$ cat config.mk
export PLATFORM = sky130hd
export DESIGN_NAME = spi_mem_guard
export DESIGN_NICKNAME = d
export VERILOG_FILES = /design/src/rtl/spi_mem_guard.sv
export SDC_FILE = /design/constraint.sdc
export NUM_CORES = 1
export LEC_CHECK = 0
export BUFFER_PORTS_ARGS = -buffer_cell sky130_fd_sc_hd__buf_2
export CAP_MARGIN = 20
export CORE_AREA = 2 2 39 41
export CTS_CLUSTER_DIAMETER = 150
export CTS_CLUSTER_SIZE = 12
export DETAILED_ROUTE_END_ITERATION = 8
export DIE_AREA = 0 0 41 43
export PLACE_DENSITY = 0.69
export SETUP_SLACK_MARGIN = 0.02
export SKIP_CTS_REPAIR_TIMING = 1
export SYNTH_ARGS = -nofsm -noshare
export SYNTH_HDL_FRONTEND = slang
export SYNTH_SLANG_ARGS = --single-unit
export TNS_END_PERCENT = 50
$ cat constraint.sdc
create_clock -name clk -period 2.9 [get_ports clk]
set_input_delay 0.435 -clock clk [delete_from_list [all_inputs] [get_ports clk]]
set_output_delay 0.435 -clock clk [all_outputs]
set_load 0.01 [all_outputs]
$ cat src/rtl/spi_mem_guard.sv
module spi_mem_guard #(
  parameter int          ADDR_W    = 11,
  parameter int          CNT_W     = 6,
  parameter int          WREN_LEN  = 8,
  parameter logic [1:0]  INIT_BP   = 2'b00,
  parameter logic        INIT_WPEN = 1'b0
) (
  input  logic              clk,
  input  logic              rst_n,
  input  logic              lock_pin_n,
  input  logic              ev_wren,
  input  logic [CNT_W-1:0]  wren_bits,
  input  logic              ev_wrdi,
  input  logic              ev_wrsr,
  input  logic [7:0]        wrsr_byte,
  input  logic              ev_wr_commit,
  input  logic [ADDR_W-1:0] tgt_addr,
  input  logic              ev_wr_done,
  output logic [7:0]        status_o,
  output logic              addr_ok,
  output logic              stat_ok,
  output logic              array_wr_go
);
  localparam int QTOP = ADDR_W - 1;

  logic       wel_q, wip_q, go_q;
  logic [1:0] bp_q   = INIT_BP;
  logic       wpen_q = INIT_WPEN;
  logic [1:0] quarter;
  logic       fenced, ready, hw_lock, take_sr, take_wr, wren_ok;

  assign quarter = tgt_addr[QTOP -: 2];

  always_comb begin
    case (bp_q)
      2'b00:   fenced = 1'b0;
      2'b01:   fenced = &quarter;
      2'b10:   fenced = quarter[1];
      default: fenced = 1'b1;
    endcase
  end

  assign ready   = wel_q & ~wip_q;
  assign hw_lock = wpen_q & ~lock_pin_n;
  assign addr_ok = ready & ~fenced;
  assign stat_ok = ready & ~hw_lock;
  assign take_sr = ev_wrsr & stat_ok;
  assign take_wr = ev_wr_commit & addr_ok & ~ev_wrsr;
  assign wren_ok = ev_wren & (wren_bits == CNT_W'(WREN_LEN));

  always_ff @(posedge clk or negedge rst_n) begin
    if (!rst_n) begin
      wel_q <= 1'b0;
      wip_q <= 1'b0;
      go_q  <= 1'b0;
    end else begin
      go_q <= take_wr;
      if (take_sr | take_wr)   wip_q <= 1'b1;
      else if (ev_wr_done)     wip_q <= 1'b0;
      if (ev_wrdi | take_sr | take_wr) wel_q <= 1'b0;
      else if (wren_ok)                wel_q <= 1'b1;
    end
  end

  always_ff @(posedge clk) begin
    if (take_sr) begin
      wpen_q <= wrsr_byte[7];
      bp_q   <= wrsr_byte[3:2];
    end
  end

  assign status_o    = {wpen_q, 3'b000, bp_q, wel_q, wip_q};
  assign array_wr_go = go_q;
endmodule

==> impl_metrics.json, run 1 <==
{
  "status": "completed",
  "ir_drop_v": 0.000165,
  "num_rows": 14,
  "finalSetupTns_ps": 0,
  "route.vias.total": 295,
  "numCtsBuffers": 3,
  "synth_cell_types": 18,
  "cp_max_fo": 4,
  "ys_warn_count": 0,
  "cp.required_ps": 2470,
  "diodes": 0,
  "switching_share_pct": 20.9,
  "r2r_start": "wip_q$_DFFE_PN0P_",
  "crit_path_end_kind": "output port",
  "start_util_pct": 23.5,
  "clock_latency_ps": 240,
  "cts.sinks": 6,
  "grt_antenna_before_repair": 0,
  "setup_viol": 0,
  "ys_top_cells_by_area": "edfxtp_1, dfrtp_1, buf_4",
  "ys_ff_latch": 6,
  "io_pins": 44,
  "postSynthCellCount": 29,
  "layout-drive-gt1-share_pct": 57.1,
  "cts_tree": "built",
  "avgSynthCellArea_sq_um": 11.2,
  "layout.nets": 90,
  "powerDensity_mw_per_mm2": 410,
  "route.detailed.drc": 0,
  "ys_seq_area_share_pct": 50.8,
  "final_cell_mix": "buf_2, conb_1, dfrtp_1, edfxtp_1, clkbuf_4",
  "critical_path_class": "reg -> out",
  "clock_path_buffers": 2,
  "holdPathEnd": "wel_q$_DFFE_PN0P_",
  "grt_pass1_wl_microns": 1040,
  "pwr-share-clk_pct": 43.7,
  "overflow": 0,
  "power.leakage_nw": 0.271,
  "cts_root_buf": "clkbuf_4",
  "yosysTopAreaCell": "edfxtp_1",
  "maxSlewViolCount": 0,
  "fmax_mhz": 628,
  "start_kind": "register",
  "nFillCells": 154,
  "first_pass_iters": 4,
  "final_antenna_net_count": 0,
  "htreeDepth": 1,
  "die_x_microns": 41,
  "p_sw_mw": 0.0406,
  "hold_viol": 0,
  "preCtsSetupSlack_ps": 1490,
  "comb_power_share_pct": 9.9,
  "syn_area_sq_um": 325,
  "gp_congestion": 0.637,
  "min_period_over_period_pct": 54.9,
  "grt_usage_pct": 9.33,
  "hold_depth": 2,
  "grt_max_degree": 6,
  "avgRoutedWirePerCell_microns": 9.24,
  "hold_start": "ev_wrdi",
  "wirelength_microns": 665,
  "rsz0062_at_grt": "no",
  "synth_top_area_share_pct": 27.7,
  "first_iter_violations": 2,
  "layout_min_cycle_time_ps": 1590,
  "area_delta_synth_final_pct": 45.8,
  "cap_violations": 0,
  "critPathArrivalTime_ps": 1160,
  "rr_worst_depth": 2,
  "port_buffers": 26,
  "finClkSkew_ps": 3.47,
  "min_path_type": "in -> reg",
  "reg2reg_slack_ps": 1640,
  "grt_pass1_vias": 278,
  "cellInternalPower_mw": 0.154,
  "fp.dieH_microns": 43,
  "die_area_sq_mm": 0.00176,
  "clk_pin_slew_ps": 50,
  "timing.final.ws_setup_ps": 1310,
  "p_seq_share_pct": 46.4,
  "core_sq_mm": 0.00138,
  "drt-vias-per-instance": 4.10,
  "hold_ws_ps": 352,
  "final_common_cell": "buf_2",
  "reg2reg_to": "bp_q[1]$_DFFE_PP_"
}
-- area by class of cell --
type	instances	area (sq um)	area share, %
multi-input combinational	17	115	24.3
inverter	2	7.51	1.58
timing repair buffer	27	140	29.6
clock buffer	4	26.3	5.54
sequential	6	165	34.8
tap	16	20.0	4.22
-- stage by stage --
stage,total power [mW],instances,utilization (%),instance area (sq um)
4_1_cts,0.195,71,33.5,464
6_report,0.195,72,34.3,474
2_1_floorplan,0.100,31,-,333
5_1_grt,0.204,72,34.3,474
3_5_place_dp,0.110,67,31.6,438
3_3_place_gp,0.109,67,31.6,438
-- cell families after synthesis --
group / count (synthesis) / share of synthesized area, %
other cells: 1 / 1.15
compound gates: 5 / 12.7
flops: 6 / 50.8
simple gates: 9 / 19.2
buf+inv: 8 / 16.2
-- power by group through the flow --
stage | logic, mW | registers, mW | clock network [mW]
2_1_floorplan | 0.00850 | 0.0918 | 0
3_3_place_gp | 0.0177 | 0.0918 | 0
3_5_place_dp | 0.0184 | 0.0918 | 0
4_1_cts | 0.0185 | 0.0903 | 0.0861
5_1_grt | 0.0222 | 0.0902 | 0.0919
6_report | 0.0192 | 0.0903 | 0.0850
-- routing by layer --
metal | part of all wire, % | track usage (%) | vias to the layer above
met5 | 0 | 0 | -
met4 | 0.60 | 8.00 | 0
met3 | 12 | 5.24 | 2
met2 | 50 | 14.1 | 15
met1 | 37 | 8.31 | 129
li1 | - | - | 149
-- state kept, by name, indices dropped and copies added (netlist names) --
signal       cells
wpen_q           1
wel_q            1
wip_q            1
bp_q             2
array_wr_go      1
-- worst max-delay path, cell delays in order, from the launching register on --
cell and delay [ps]:
dfrtp_1 390, nor2b_1 220, o211a_1 180, buf_2 120
-- worst max-delay path by stage --
stage                                 start      end  slack [ps]  cells after the start
after CTS                 wip_q$_DFFE_PN0P_  addr_ok        1290                      3
after detailed placement       tgt_addr[10]  addr_ok        1490                      4
after global placement          tgt_addr[9]  addr_ok        1500                      4
final                     wip_q$_DFFE_PN0P_  addr_ok        1310                      3
after global routing      wip_q$_DFFE_PN0P_  stat_ok        1220                      3
after floorplan           bp_q[1]$_DFFE_PP_  addr_ok        1680                      2
-- Yosys cell counts (all sizes together) --
library cell / n
a211o: 1
a21oi: 2
and2: 1
and3: 1
buf: 6
conb: 1
dfrtp: 3
edfxtp: 3
inv: 2
nand2: 1
nand2b: 1
nor2b: 2
nor3: 1
nor4: 1
nor4bb: 1
o2111a: 1
o211a: 1
Power figures use the tool's default switching activity.
==> run 2, diff against run 1 <==
--- a/config.mk
+++ b/config.mk
@@ -12,7 +12,7 @@
 export CTS_CLUSTER_SIZE = 12
 export DETAILED_ROUTE_END_ITERATION = 8
 export DIE_AREA = 0 0 41 43
-export PLACE_DENSITY = 0.69
+export PLACE_DENSITY = 0.71
 export SETUP_SLACK_MARGIN = 0.02
 export SKIP_CTS_REPAIR_TIMING = 1
 export SYNTH_ARGS = -nofsm -noshare
==> constraint.sdc (replaced) <==
create_clock -name clk -period 1.33 [get_ports clk]
set_input_delay 0.1995 -clock clk [delete_from_list [all_inputs] [get_ports clk]]
set_output_delay 0.1995 -clock clk [all_outputs]
set_load 0.01 [all_outputs]
==> run 2 against run 1 <==
  * Critical path type unchanged
  * First-iteration DRC count down 100%
  * Largest cell class unchanged
  * Clock skew up 2.5 ps
  * Wire length up 3.6%
==> impl_metrics.json, run 2 (synthesis results as in run 1) <==
{
  "status": "completed",
  "fp.dieH_microns": 43,
  "drt-vias-per-instance": 3.96,
  "maxSlewViolCount": 0,
  "cap_violations": 0,
  "top_register": "bp_q",
  "finClkSkew_ps": 6.00,
  "ir_drop_v": 0.000293,
  "pwr-share-clk_pct": 42.3,
  "first_pass_iters": 1,
  "fmax_mhz": 787,
  "cellInternalPower_mw": 0.337,
  "crit_path_end_kind": "output port",
  "clk_pin_slew_ps": 50,
  "cp_max_fo": 3,
  "wirelength_microns": 689,
  "setup_viol": 0,
  "route.vias.total": 293,
  "io_pins": 44,
  "power.leakage_nw": 0.284,
  "largest_register_ff_count": 2,
  "clock_path_buffers": 2,
  "layout-drive-gt1-share_pct": 62.1,
  "layout.nets": 92,
  "grt_usage_pct": 8.42,
  "avgRoutedWirePerCell_microns": 9.31,
  "instances_no_fill": 74,
  "hold_ws_ps": 123,
  "min_period_over_period_pct": 95.5,
  "clock_latency_ps": 240,
  "switching_share_pct": 19.6,
  "cp.required_ps": 1130,
  "overflow": 0,
  "gp_congestion": 0.633,
  "die_area_sq_mm": 0.00176,
  "min_path_type": "in -> reg",
  "grt_pass1_vias": 274,
  "first_iter_violations": 0,
  "place_inst": 67,
  "cts_root_buf": "clkbuf_4",
  "num_rows": 14,
  "critPathArrivalTime_ps": 1070,
  "final_common_cell": "buf_2",
  "start_util_pct": 23.5,
  "cts_tree": "built",
  "grt_max_degree": 6,
  "die_x_microns": 41,
  "area_delta_synth_final_pct": 53.8,
  "grt_pass1_wl_microns": 972,
  "final_cell_mix": "buf_2, conb_1, dfrtp_1, edfxtp_1, clkbuf_4",
  "critical_path_class": "reg -> out",
  "layout_min_cycle_time_ps": 1270,
  "grt_antenna_before_repair": 0,
  "hold_viol": 0,
  "diodes": 0,
  "numCtsBuffers": 3,
  "final_antenna_net_count": 0,
  "start_kind": "register",
  "core_sq_mm": 0.00138,
  "powerDensity_mw_per_mm2": 838,
  "cts.sinks": 6,
  "p_sw_mw": 0.0823,
  "comb_power_share_pct": 10.6,
  "p_seq_share_pct": 47.0,
  "route.detailed.drc": 0,
  "htreeDepth": 1,
  "rsz0062_at_grt": "yes",
  "port_buffers": 26
}
## run 2: cell types whose count changed in the layout (fill, tap and decap cells not counted)
cell	delta
a21oi_1	-1
buf_4	+2
a21oi_2	+1
nor2b_4	+1
nor2b_1	-1
## run 2: routing by layer
layer	up-vias	GRT usage, %	part of all wire (%)
met3	0	3.14	11
met2	14	13.1	51
li1	151	-	-
met1	128	8.64	38
met4	0	6.00	0
met5	-	0	0
## run 2: worst max-delay path, stage by stage, from the launching register on
cell and delay, ps:
edfxtp_1 410, a21oi_2 140, o211a_1 150, buf_2 120
## run 2: worst paths after layout
check	startpoint	endpoint	slack, ps	cells past startpoint
setup / recovery	bp_q[1]$_DFFE_PP_	addr_ok	60	3
hold / removal	ev_wrdi	wel_q$_DFFE_PN0P_	120	2
setup reg to reg	bp_q[1]$_DFFE_PP_	wip_q$_DFFE_PN0P_	130	4
hold reg to reg	wel_q$_DFFE_PN0P_	wel_q$_DFFE_PN0P_	600	2
max in group asynchronous	rst_n	array_wr_go$_DFF_PN0_	930	2
min in group asynchronous	rst_n	wip_q$_DFFE_PN0P_	290	2
## run 2: metrics by stage
step | TNS, ps | worst slack (ps) | util, % | power, mW | cell area (sq um)
2_1_floorplan | 0 | 204 | - | 0.219 | 333
3_3_place_gp | 0 | 69.9 | 31.6 | 0.239 | 438
3_5_place_dp | 0 | 78.3 | 31.6 | 0.240 | 438
4_1_cts | -73.9 | -58.5 | 33.5 | 0.425 | 464
5_1_grt | -10.3 | -10.3 | 36.2 | 0.448 | 500
6_report | 0 | 60.0 | 36.2 | 0.419 | 500
## run 2: power by group through the flow
stage	clock network (mW)	registers (mW)	logic, mW
floorplan	0	0.200	0.0185
global placement	0	0.200	0.0387
detailed placement	0	0.200	0.0403
CTS	0.188	0.197	0.0404
global route	0.200	0.197	0.0504
finish	0.178	0.197	0.0447
## run 2: final cells by class
| cell class | count | area (sq um) |
|---|---|---|
| well taps | 16 | 20.0 |
| repair buffers | 29 | 155 |
| multi-input cells | 17 | 126 |
| clock buffers | 4 | 26.3 |
| fillers | 157 | 883 |
| inverters | 2 | 7.51 |
| flip-flops and latches | 6 | 165 |
